**config.mk**
```make
export PLATFORM = sky130hd
export DESIGN_NAME = console_port
export DESIGN_NICKNAME = d
export VERILOG_FILES = /design/src/rtl/conport_pkg.sv /design/src/rtl/conport_tx.sv /design/src/rtl/conport_rx.sv /design/src/rtl/console_port.sv
export SDC_FILE = /design/constraint.sdc
export NUM_CORES = 1
export LEC_CHECK = 0
export ABC_AREA = 1
export BUFFER_PORTS_ARGS = -buffer_cell sky130_fd_sc_hd__buf_2
export CAP_MARGIN = 20
export CORE_MARGIN = 1
export CORE_UTILIZATION = 49
export CTS_CLUSTER_SIZE = 24
export DETAILED_ROUTE_END_ITERATION = 10
export PLACE_DENSITY = 0.76
export REMOVE_ABC_BUFFERS = 1
export SETUP_SLACK_MARGIN = 0.15
export SLEW_MARGIN = 20
export SYNTH_ARGS = -nofsm -noshare
export SYNTH_HDL_FRONTEND = slang
export SYNTH_SLANG_ARGS = --single-unit
```
**constraint.sdc**
```tcl
create_clock -name clk -period 1.4 [get_ports clk]
set_input_delay 0.28 -clock clk [delete_from_list [all_inputs] [get_ports clk]]
set_output_delay 0.28 -clock clk [all_outputs]
set_load 0.02 [all_outputs]
```
**src/rtl/conport_pkg.sv**
```systemverilog
package conport_pkg;
    localparam int unsigned REG_W   = 16;
    localparam int unsigned RDY_BIT = 7;
    localparam int unsigned OVR_BIT = 12;

    typedef enum logic [1:0] {
        SEL_RX_STAT = 2'd0,
        SEL_RX_DATA = 2'd1,
        SEL_TX_STAT = 2'd2,
        SEL_TX_DATA = 2'd3
    } reg_sel_e;

    typedef enum logic [1:0] {
        RX_IDLE,
        RX_START,
        RX_DATA,
        RX_STOP
    } rx_state_e;
endpackage

```
**src/rtl/conport_tx.sv**
```systemverilog
module conport_tx #(
    parameter int unsigned DATA_W = 8,
    parameter int unsigned OVS    = 16
) (
    input  logic              clk,
    input  logic              rst_n,
    input  logic              tick,
    input  logic              load,
    input  logic [DATA_W-1:0] data,
    output logic              ready,
    output logic              txd
);
    localparam int unsigned FRAME_W = DATA_W + 2;
    localparam int unsigned TW      = $clog2(OVS);
    localparam int unsigned BW      = $clog2(FRAME_W);

    typedef struct packed {
        logic               busy;
        logic [FRAME_W-1:0] shreg;
        logic [BW-1:0]      bitcnt;
        logic [TW-1:0]      tickcnt;
    } tx_st_t;

    tx_st_t st_d, st_q;

    always_comb begin
        st_d = st_q;
        if (!st_q.busy) begin
            if (load) begin
                st_d.busy    = 1'b1;
                st_d.shreg   = {1'b1, data, 1'b0};
                st_d.bitcnt  = '0;
                st_d.tickcnt = '0;
            end
        end else if (tick) begin
            if (st_q.tickcnt == TW'(OVS - 1)) begin
                st_d.tickcnt = '0;
                st_d.shreg   = {1'b1, st_q.shreg[FRAME_W-1:1]};
                if (st_q.bitcnt == BW'(FRAME_W - 1)) begin
                    st_d.busy = 1'b0;
                end else begin
                    st_d.bitcnt = st_q.bitcnt + 1'b1;
                end
            end else begin
                st_d.tickcnt = st_q.tickcnt + 1'b1;
            end
        end
    end

    always_ff @(posedge clk or negedge rst_n) begin
        if (!rst_n) begin
            st_q.busy    <= 1'b0;
            st_q.shreg   <= '1;
            st_q.bitcnt  <= '0;
            st_q.tickcnt <= '0;
        end else begin
            st_q <= st_d;
        end
    end

    assign ready = !st_q.busy;
    assign txd   = st_q.shreg[0];
endmodule

```
**src/rtl/conport_rx.sv**
```systemverilog
module conport_rx
    import conport_pkg::*;
#(
    parameter int unsigned DATA_W = 8,
    parameter int unsigned OVS    = 16
) (
    input  logic              clk,
    input  logic              rst_n,
    input  logic              tick,
    input  logic              rxd,
    output logic              valid,
    output logic [DATA_W-1:0] data
);
    localparam int unsigned TW   = $clog2(OVS);
    localparam int unsigned BW   = $clog2(DATA_W);
    localparam int unsigned HALF = OVS / 2;

    typedef struct packed {
        logic [1:0]        sync;
        rx_state_e         state;
        logic [TW-1:0]     tickcnt;
        logic [BW-1:0]     bitcnt;
        logic [DATA_W-1:0] shreg;
        logic              valid;
    } rx_st_t;

    rx_st_t st_d, st_q;
    logic   line;

    assign line = st_q.sync[1];

    always_comb begin
        st_d       = st_q;
        st_d.sync  = {st_q.sync[0], rxd};
        st_d.valid = 1'b0;
        if (tick) begin
            unique case (st_q.state)
                RX_IDLE: begin
                    if (!line) begin
                        st_d.state   = RX_START;
                        st_d.tickcnt = '0;
                    end
                end
                RX_START: begin
                    if (st_q.tickcnt == TW'(HALF - 1)) begin
                        st_d.tickcnt = '0;
                        st_d.bitcnt  = '0;
                        st_d.state   = line ? RX_IDLE : RX_DATA;
                    end else begin
                        st_d.tickcnt = st_q.tickcnt + 1'b1;
                    end
                end
                RX_DATA: begin
                    if (st_q.tickcnt == TW'(OVS - 1)) begin
                        st_d.tickcnt = '0;
                        st_d.shreg   = {line, st_q.shreg[DATA_W-1:1]};
                        if (st_q.bitcnt == BW'(DATA_W - 1)) begin
                            st_d.state = RX_STOP;
                        end else begin
                            st_d.bitcnt = st_q.bitcnt + 1'b1;
                        end
                    end else begin
                        st_d.tickcnt = st_q.tickcnt + 1'b1;
                    end
                end
                RX_STOP: begin
                    if (st_q.tickcnt == TW'(OVS - 1)) begin
                        st_d.tickcnt = '0;
                        st_d.state   = RX_IDLE;
                        st_d.valid   = line;
                    end else begin
                        st_d.tickcnt = st_q.tickcnt + 1'b1;
                    end
                end
                default: st_d.state = RX_IDLE;
            endcase
        end
    end

    always_ff @(posedge clk or negedge rst_n) begin
        if (!rst_n) begin
            st_q.sync    <= 2'b11;
            st_q.state   <= RX_IDLE;
            st_q.tickcnt <= '0;
            st_q.bitcnt  <= '0;
            st_q.shreg   <= '0;
            st_q.valid   <= 1'b0;
        end else begin
            st_q <= st_d;
        end
    end

    assign valid = st_q.valid;
    assign data  = st_q.shreg;
endmodule

```
**src/rtl/console_port.sv**
```systemverilog
module console_port
    import conport_pkg::*;
#(
    parameter int unsigned ADDR_W    = 16,
    parameter logic [15:0] BASE_ADDR = 16'o177560,
    parameter int unsigned DATA_W    = 8,
    parameter int unsigned OVS       = 16
) (
    input  logic              clk,
    input  logic              rst_n,
    input  logic              tick,
    input  logic [ADDR_W-1:0] addr,
    input  logic              rd,
    input  logic              wr,
    input  logic [REG_W-1:0]  wdata,
    output logic [REG_W-1:0]  rdata,
    output logic              txd,
    input  logic              rxd
);
    localparam logic [ADDR_W-1:0] BASE = ADDR_W'(BASE_ADDR);

    typedef struct packed {
        logic              rx_done;
        logic              overrun;
        logic [DATA_W-1:0] rx_char;
    } port_st_t;

    port_st_t          st_d, st_q;
    logic              hit;
    reg_sel_e          sel;
    logic              tx_ready;
    logic              tx_load;
    logic              rx_valid;
    logic [DATA_W-1:0] rx_data;
    logic              rd_clr;

    assign hit     = (addr[ADDR_W-1:3] == BASE[ADDR_W-1:3]) && !addr[0];
    assign sel     = reg_sel_e'(addr[2:1]);
    assign tx_load = wr && hit && (sel == SEL_TX_DATA) && tx_ready;
    assign rd_clr  = rd && hit && (sel == SEL_RX_DATA);

    conport_tx #(.DATA_W(DATA_W), .OVS(OVS)) u_tx (
        .clk   (clk),
        .rst_n (rst_n),
        .tick  (tick),
        .load  (tx_load),
        .data  (wdata[DATA_W-1:0]),
        .ready (tx_ready),
        .txd   (txd)
    );

    conport_rx #(.DATA_W(DATA_W), .OVS(OVS)) u_rx (
        .clk   (clk),
        .rst_n (rst_n),
        .tick  (tick),
        .rxd   (rxd),
        .valid (rx_valid),
        .data  (rx_data)
    );

    always_comb begin
        st_d = st_q;
        if (rd_clr) begin
            st_d.rx_done = 1'b0;
            st_d.overrun = 1'b0;
        end
        if (rx_valid) begin
            st_d.overrun = st_q.rx_done && !rd_clr;
            st_d.rx_done = 1'b1;
            st_d.rx_char = rx_data;
        end
    end

    always_ff @(posedge clk or negedge rst_n) begin
        if (!rst_n) begin
            st_q.rx_done <= 1'b0;
            st_q.overrun <= 1'b0;
            st_q.rx_char <= '0;
        end else begin
            st_q <= st_d;
        end
    end

    always_comb begin
        rdata = '0;
        if (rd && hit) begin
            unique case (sel)
                SEL_RX_STAT: rdata[RDY_BIT] = st_q.rx_done;
                SEL_RX_DATA: begin
                    rdata[DATA_W-1:0] = st_q.rx_char;
                    rdata[OVR_BIT]    = st_q.overrun;
                end
                SEL_TX_STAT: rdata[RDY_BIT] = tx_ready;
                default:     rdata = '0;
            endcase
        end
    end
endmodule

```
==> impl_summary.md <==
Clocking
At the later pin of the worst-skew pair, clock insertion delay measures 320 ps. The TritonCTS buffer count is 5. The post-CTS clock slew at the launch and capture registers of the worst setup and hold paths is 100 ps. The clock tree from TritonCTS is yes. The count of clock tree sinks is 49.

The clock passes through at most 2 buffers. The clock tree root driver cell is sky130_fd_sc_hd__clkbuf_8. The H-tree depth is 2.

Detailed routing
For this run, design rule violations remaining after detail routing come to 0. Dividing the detail-routed wire length by the instance count gives 14.3 um. The number of vias in the routed layout is 2,382. The pre-antenna-repair detailed-routing pass consisted of 4 iterations. The detailed router finished its first iteration with 93 violations. The final antenna-violating net count is 0. The total wire length after detailed routing is 6640 um. Dividing the detail-routed via count by the number of cells gives 5.13.

Critical path
The maximum fanout along the worst path is 2. STA puts the critical path data arrival time at 1340 ps. Traced cell by cell, the critical path runs through or2_4, a21oi_2, a21oi_1, nor2_1, buf_4. STA classifies the critical path startpoint as a flop.

The number of buffers and inverters on the critical path is 1. On the worst path, the slowest cell contributes a delay of 390 ps. The required time of the critical path is 1120 ps. The critical path is of the flop to output pin type.

The endpoint type of the worst setup path is an output pin. The slowest stage of the critical path is the sky130_fd_sc_hd__dfrtp_1 cell. Broken down by cell family, the worst path's largest delay share belongs to flip-flops.

Final layout
The final-layout fill cell count is 321. The number of nets in the finished design is 440. Compared with the post-synthesis result, the final layout area differs by 48.1%.

The ratio of cells with drive above 1 in the final layout is 0.456. The antenna diode count is 0.

Power
Summed over all cells, the static leakage comes to 0.00184 uW. The share of total power dissipated in sequential elements is 0.492. In this run the power density over the cells is 872 nW/um2.

Overall power consumption after layout is estimated at 3290 uW. Of the total power, the share spent switching nets is 0.328. Summed over all nets, the switching power comes to 1080 uW.

The worst-case vdd ir drop is 840 uV. Of the total power, combinational logic draws 0.220. The internal power of the cells totals 2210 uW.

The clock network fraction of total power is 0.287.

Worst hold path
The path type of the worst min-delay path is input pin to flop.

Logic synthesis
The number of warnings printed during yosys synthesis is 0. The number of instances in the synthesized netlist is 315. Of the post-synthesis cell area, the part taken by muxes is 0. The synthesized flop and latch total is 49. For this run, asynchronously set or reset flops after synthesis account for 1.00. The adder-cell area share of the yosys netlist is 0.0295.

Yosys mapped a number of flops with a built-in enable equal to 0. The synthesized netlist occupies a cell area of 2540 um2. The count of different cell masters after synthesis is 33. Among all flip-flop cells after synthesis, the most frequent one is sky130_fd_sc_hd__dfrtp_1.

In this run the mean area of a mapped cell was 8.08 um2. The compound-gate portion of the synthesized area is 0.0669. Of the total synthesized cell area, the portion taken by XOR and XNOR cells is 0.0103. By area, the combinational part of the netlist is dominated by simple AND/OR/NAND/NOR gates. The simple-gate portion of the synthesized area is 0.315.

The proportion of synthesized chip area in sequential cells is 0.488.

Floorplanning
The floorplan die width is 74.1 um. The core region is 4850 um2. The I/O pin count is 55. For this configuration, the core starts out at a cell density of 0.525. The floorplan has 25 rows. The die height is 74.1 um. The floorplan step defined a die boundary enclosing 5480 um2.

Timing
After layout, the minimum clock period comes to 1620 ps. The worst setup margin is -220 ps. Setup violations remaining at the end of the flow were counted as 42. The sum of negative setup slack is -4170 ps.

The total count of hold-check failures in the final report is 0. The final worst-path cycle share is 1.16. The highest attainable clock frequency is 617 MHz. Setup repair after global routing could not meet its margin everywhere. The max-slew violation count is 0. The clock arrives with 11.7 ps of skew.

Global routing
Summed over all layers, the global routing overflow is 0. The global-route wire length before repair is 9700 um. The via count of the first global-routing pass is 2,239.

The pin count of the biggest net entering global routing is 50. Across every metal layer, demand over resource in global routing totals 0.232. The number of antenna violations at the first check in global routing came to 0.

Run status
The checks that failed: setup timing. The flow ran to the end, but the final reports show violations.

Placement
The congestion estimate from routability-driven global placement came to 0.882. Timing analysis after detailed placement gives a worst setup slack of -253 ps. The count of input and output buffers is 39.

After legalization and detailed placement, the total HPWL measured 3600 um.

Job
The number of violations of the max-capacitance limit is 0.
[power by group through the flow]
stage	Clock (uW)	Sequential (uW)	Combinational, uW
2_1_floorplan	0	1600	334
3_3_place_gp	0	1600	502
3_5_place_dp	0	1610	523
4_1_cts	935	1590	587
5_1_grt	993	1630	791
6_report	945	1620	723
[registers in the layout, summed over array words and instances (netlist names), named ones only]
name and cells:
u_rx.line 1, u_tx.st_q 18, u_rx.valid 1, u_rx.st_q 8, u_rx.st_d 1, st_q 10, u_rx.data 8, u_tx.txd 1
[per-stage QoR]
stage           util  area (um2)  instances  hold WS [ps]
2_1_floorplan      -        2480        310         -15.6
3_3_place_gp   0.607        2940        435           285
3_5_place_dp   0.607        2940        435           285
4_1_cts        0.730        3540        461          55.7
5_1_grt        0.777        3770        464          44.0
6_report       0.777        3770        464          43.1
[Yosys cell counts, types with 2 or more instances]
library cell                n  area (um2)
sky130_fd_sc_hd__a21oi_1    8        40.0
sky130_fd_sc_hd__buf_4      7        52.6
sky130_fd_sc_hd__buf_6      2        22.5
sky130_fd_sc_hd__dfrtp_1   37         926
sky130_fd_sc_hd__dfstp_2   12         315
sky130_fd_sc_hd__ha_1       6        75.1
sky130_fd_sc_hd__inv_1     34         128
sky130_fd_sc_hd__inv_2      4        15.0
sky130_fd_sc_hd__nand2_1   81         304
sky130_fd_sc_hd__nand2_2    2        12.5
sky130_fd_sc_hd__nand3_1   42         210
sky130_fd_sc_hd__nand3b_1   2        15.0
sky130_fd_sc_hd__nand4_1    2        12.5
sky130_fd_sc_hd__nor2_1    37         139
sky130_fd_sc_hd__o21ai_0   18        90.1
sky130_fd_sc_hd__o21ai_1    2        10.0
sky130_fd_sc_hd__o22ai_1    2        12.5
sky130_fd_sc_hd__xor2_1     2        17.5
[routing by layer]
layer	up-vias	wire length (um)	GRT usage
met3	13	235	0.0393
li1	1155	-	-
met4	0	101	0.0470
met5	-	0	0
met1	1167	2540	0.269
met2	47	3750	0.443
[layout make-up]
class	count	area, um2	area share
flip-flops and latches	49	1240	0.330
repair buffers	79	743	0.197
clock inverters	2	17.5	0.00465
multi-input cells	223	1450	0.385
inverters	38	145	0.0385
well taps	67	83.8	0.0223
clock buffers	6	82.6	0.0219
[cell families after synthesis]
group           count (synthesis)
simple gates                  175
buf+inv                        49
flops                          49
compound gates                 32
fa+ha+maj                       6
xor+xnor                        3
other cells                     1
[placed cells by master, fill, tap and decap left out, types with 2 or more instances in the layout]
cell type,instances
sky130_fd_sc_hd__nand4_1,2
sky130_fd_sc_hd__nand3_2,19
sky130_fd_sc_hd__nand2_4,7
sky130_fd_sc_hd__buf_2,22
sky130_fd_sc_hd__inv_1,31
sky130_fd_sc_hd__nand3_1,21
sky130_fd_sc_hd__dfrtp_1,36
sky130_fd_sc_hd__buf_6,16
sky130_fd_sc_hd__o22ai_2,2
sky130_fd_sc_hd__o21ai_0,10
sky130_fd_sc_hd__ha_2,3
sky130_fd_sc_hd__nand2_1,65
sky130_fd_sc_hd__nor2_4,4
sky130_fd_sc_hd__dfstp_2,12
sky130_fd_sc_hd__inv_2,6
sky130_fd_sc_hd__xor2_1,2
sky130_fd_sc_hd__a21oi_2,2
sky130_fd_sc_hd__o21ai_4,2
sky130_fd_sc_hd__o21ai_1,4
sky130_fd_sc_hd__ha_1,2
sky130_fd_sc_hd__o21ai_2,5
sky130_fd_sc_hd__a21oi_4,3
sky130_fd_sc_hd__conb_1,7
sky130_fd_sc_hd__nor2_2,7
sky130_fd_sc_hd__nand2_2,12
sky130_fd_sc_hd__buf_16,3
sky130_fd_sc_hd__clkbuf_8,6
sky130_fd_sc_hd__nand3b_1,2
sky130_fd_sc_hd__buf_4,30
sky130_fd_sc_hd__buf_12,6
sky130_fd_sc_hd__nand3_4,4
sky130_fd_sc_hd__nor2_1,28
sky130_fd_sc_hd__a21oi_1,3
[final timing paths]
path | startpoint | cells after the start | to | slack (ps)
max in group asynchronous | rst_n | 3 | u_tx.st_q[15]$_DFFE_PN1P_ | 640
hold / removal | rxd | 1 | u_rx.st_d[19]$_DFF_PN1_ | 40
setup / recovery | u_tx.st_q[18]$_DFF_PN0_ | 5 | rdata[7] | -220
min in group asynchronous | rst_n | 3 | u_tx.st_q[7]$_DFFE_PN0P_ | 480
hold reg to reg | u_rx.st_d[19]$_DFF_PN1_ | 0 | u_rx.line$_DFF_PN1_ | 370
setup reg to reg | u_rx.st_q[13]$_DFFE_PN0P_ | 11 | flop | -200
[timing repair]
item                                    4_1_cts  5_1_grt
endpoints found under the hold margin        37        0
endpoints found under the setup margin       40       47
hold buffers                                  1        0
buffers inserted                             13        3
gates resized for setup                      83       44
gates cloned                                  4        0
pin swaps                                    25        8
Note: power is estimated with default switching activity, not from simulation.
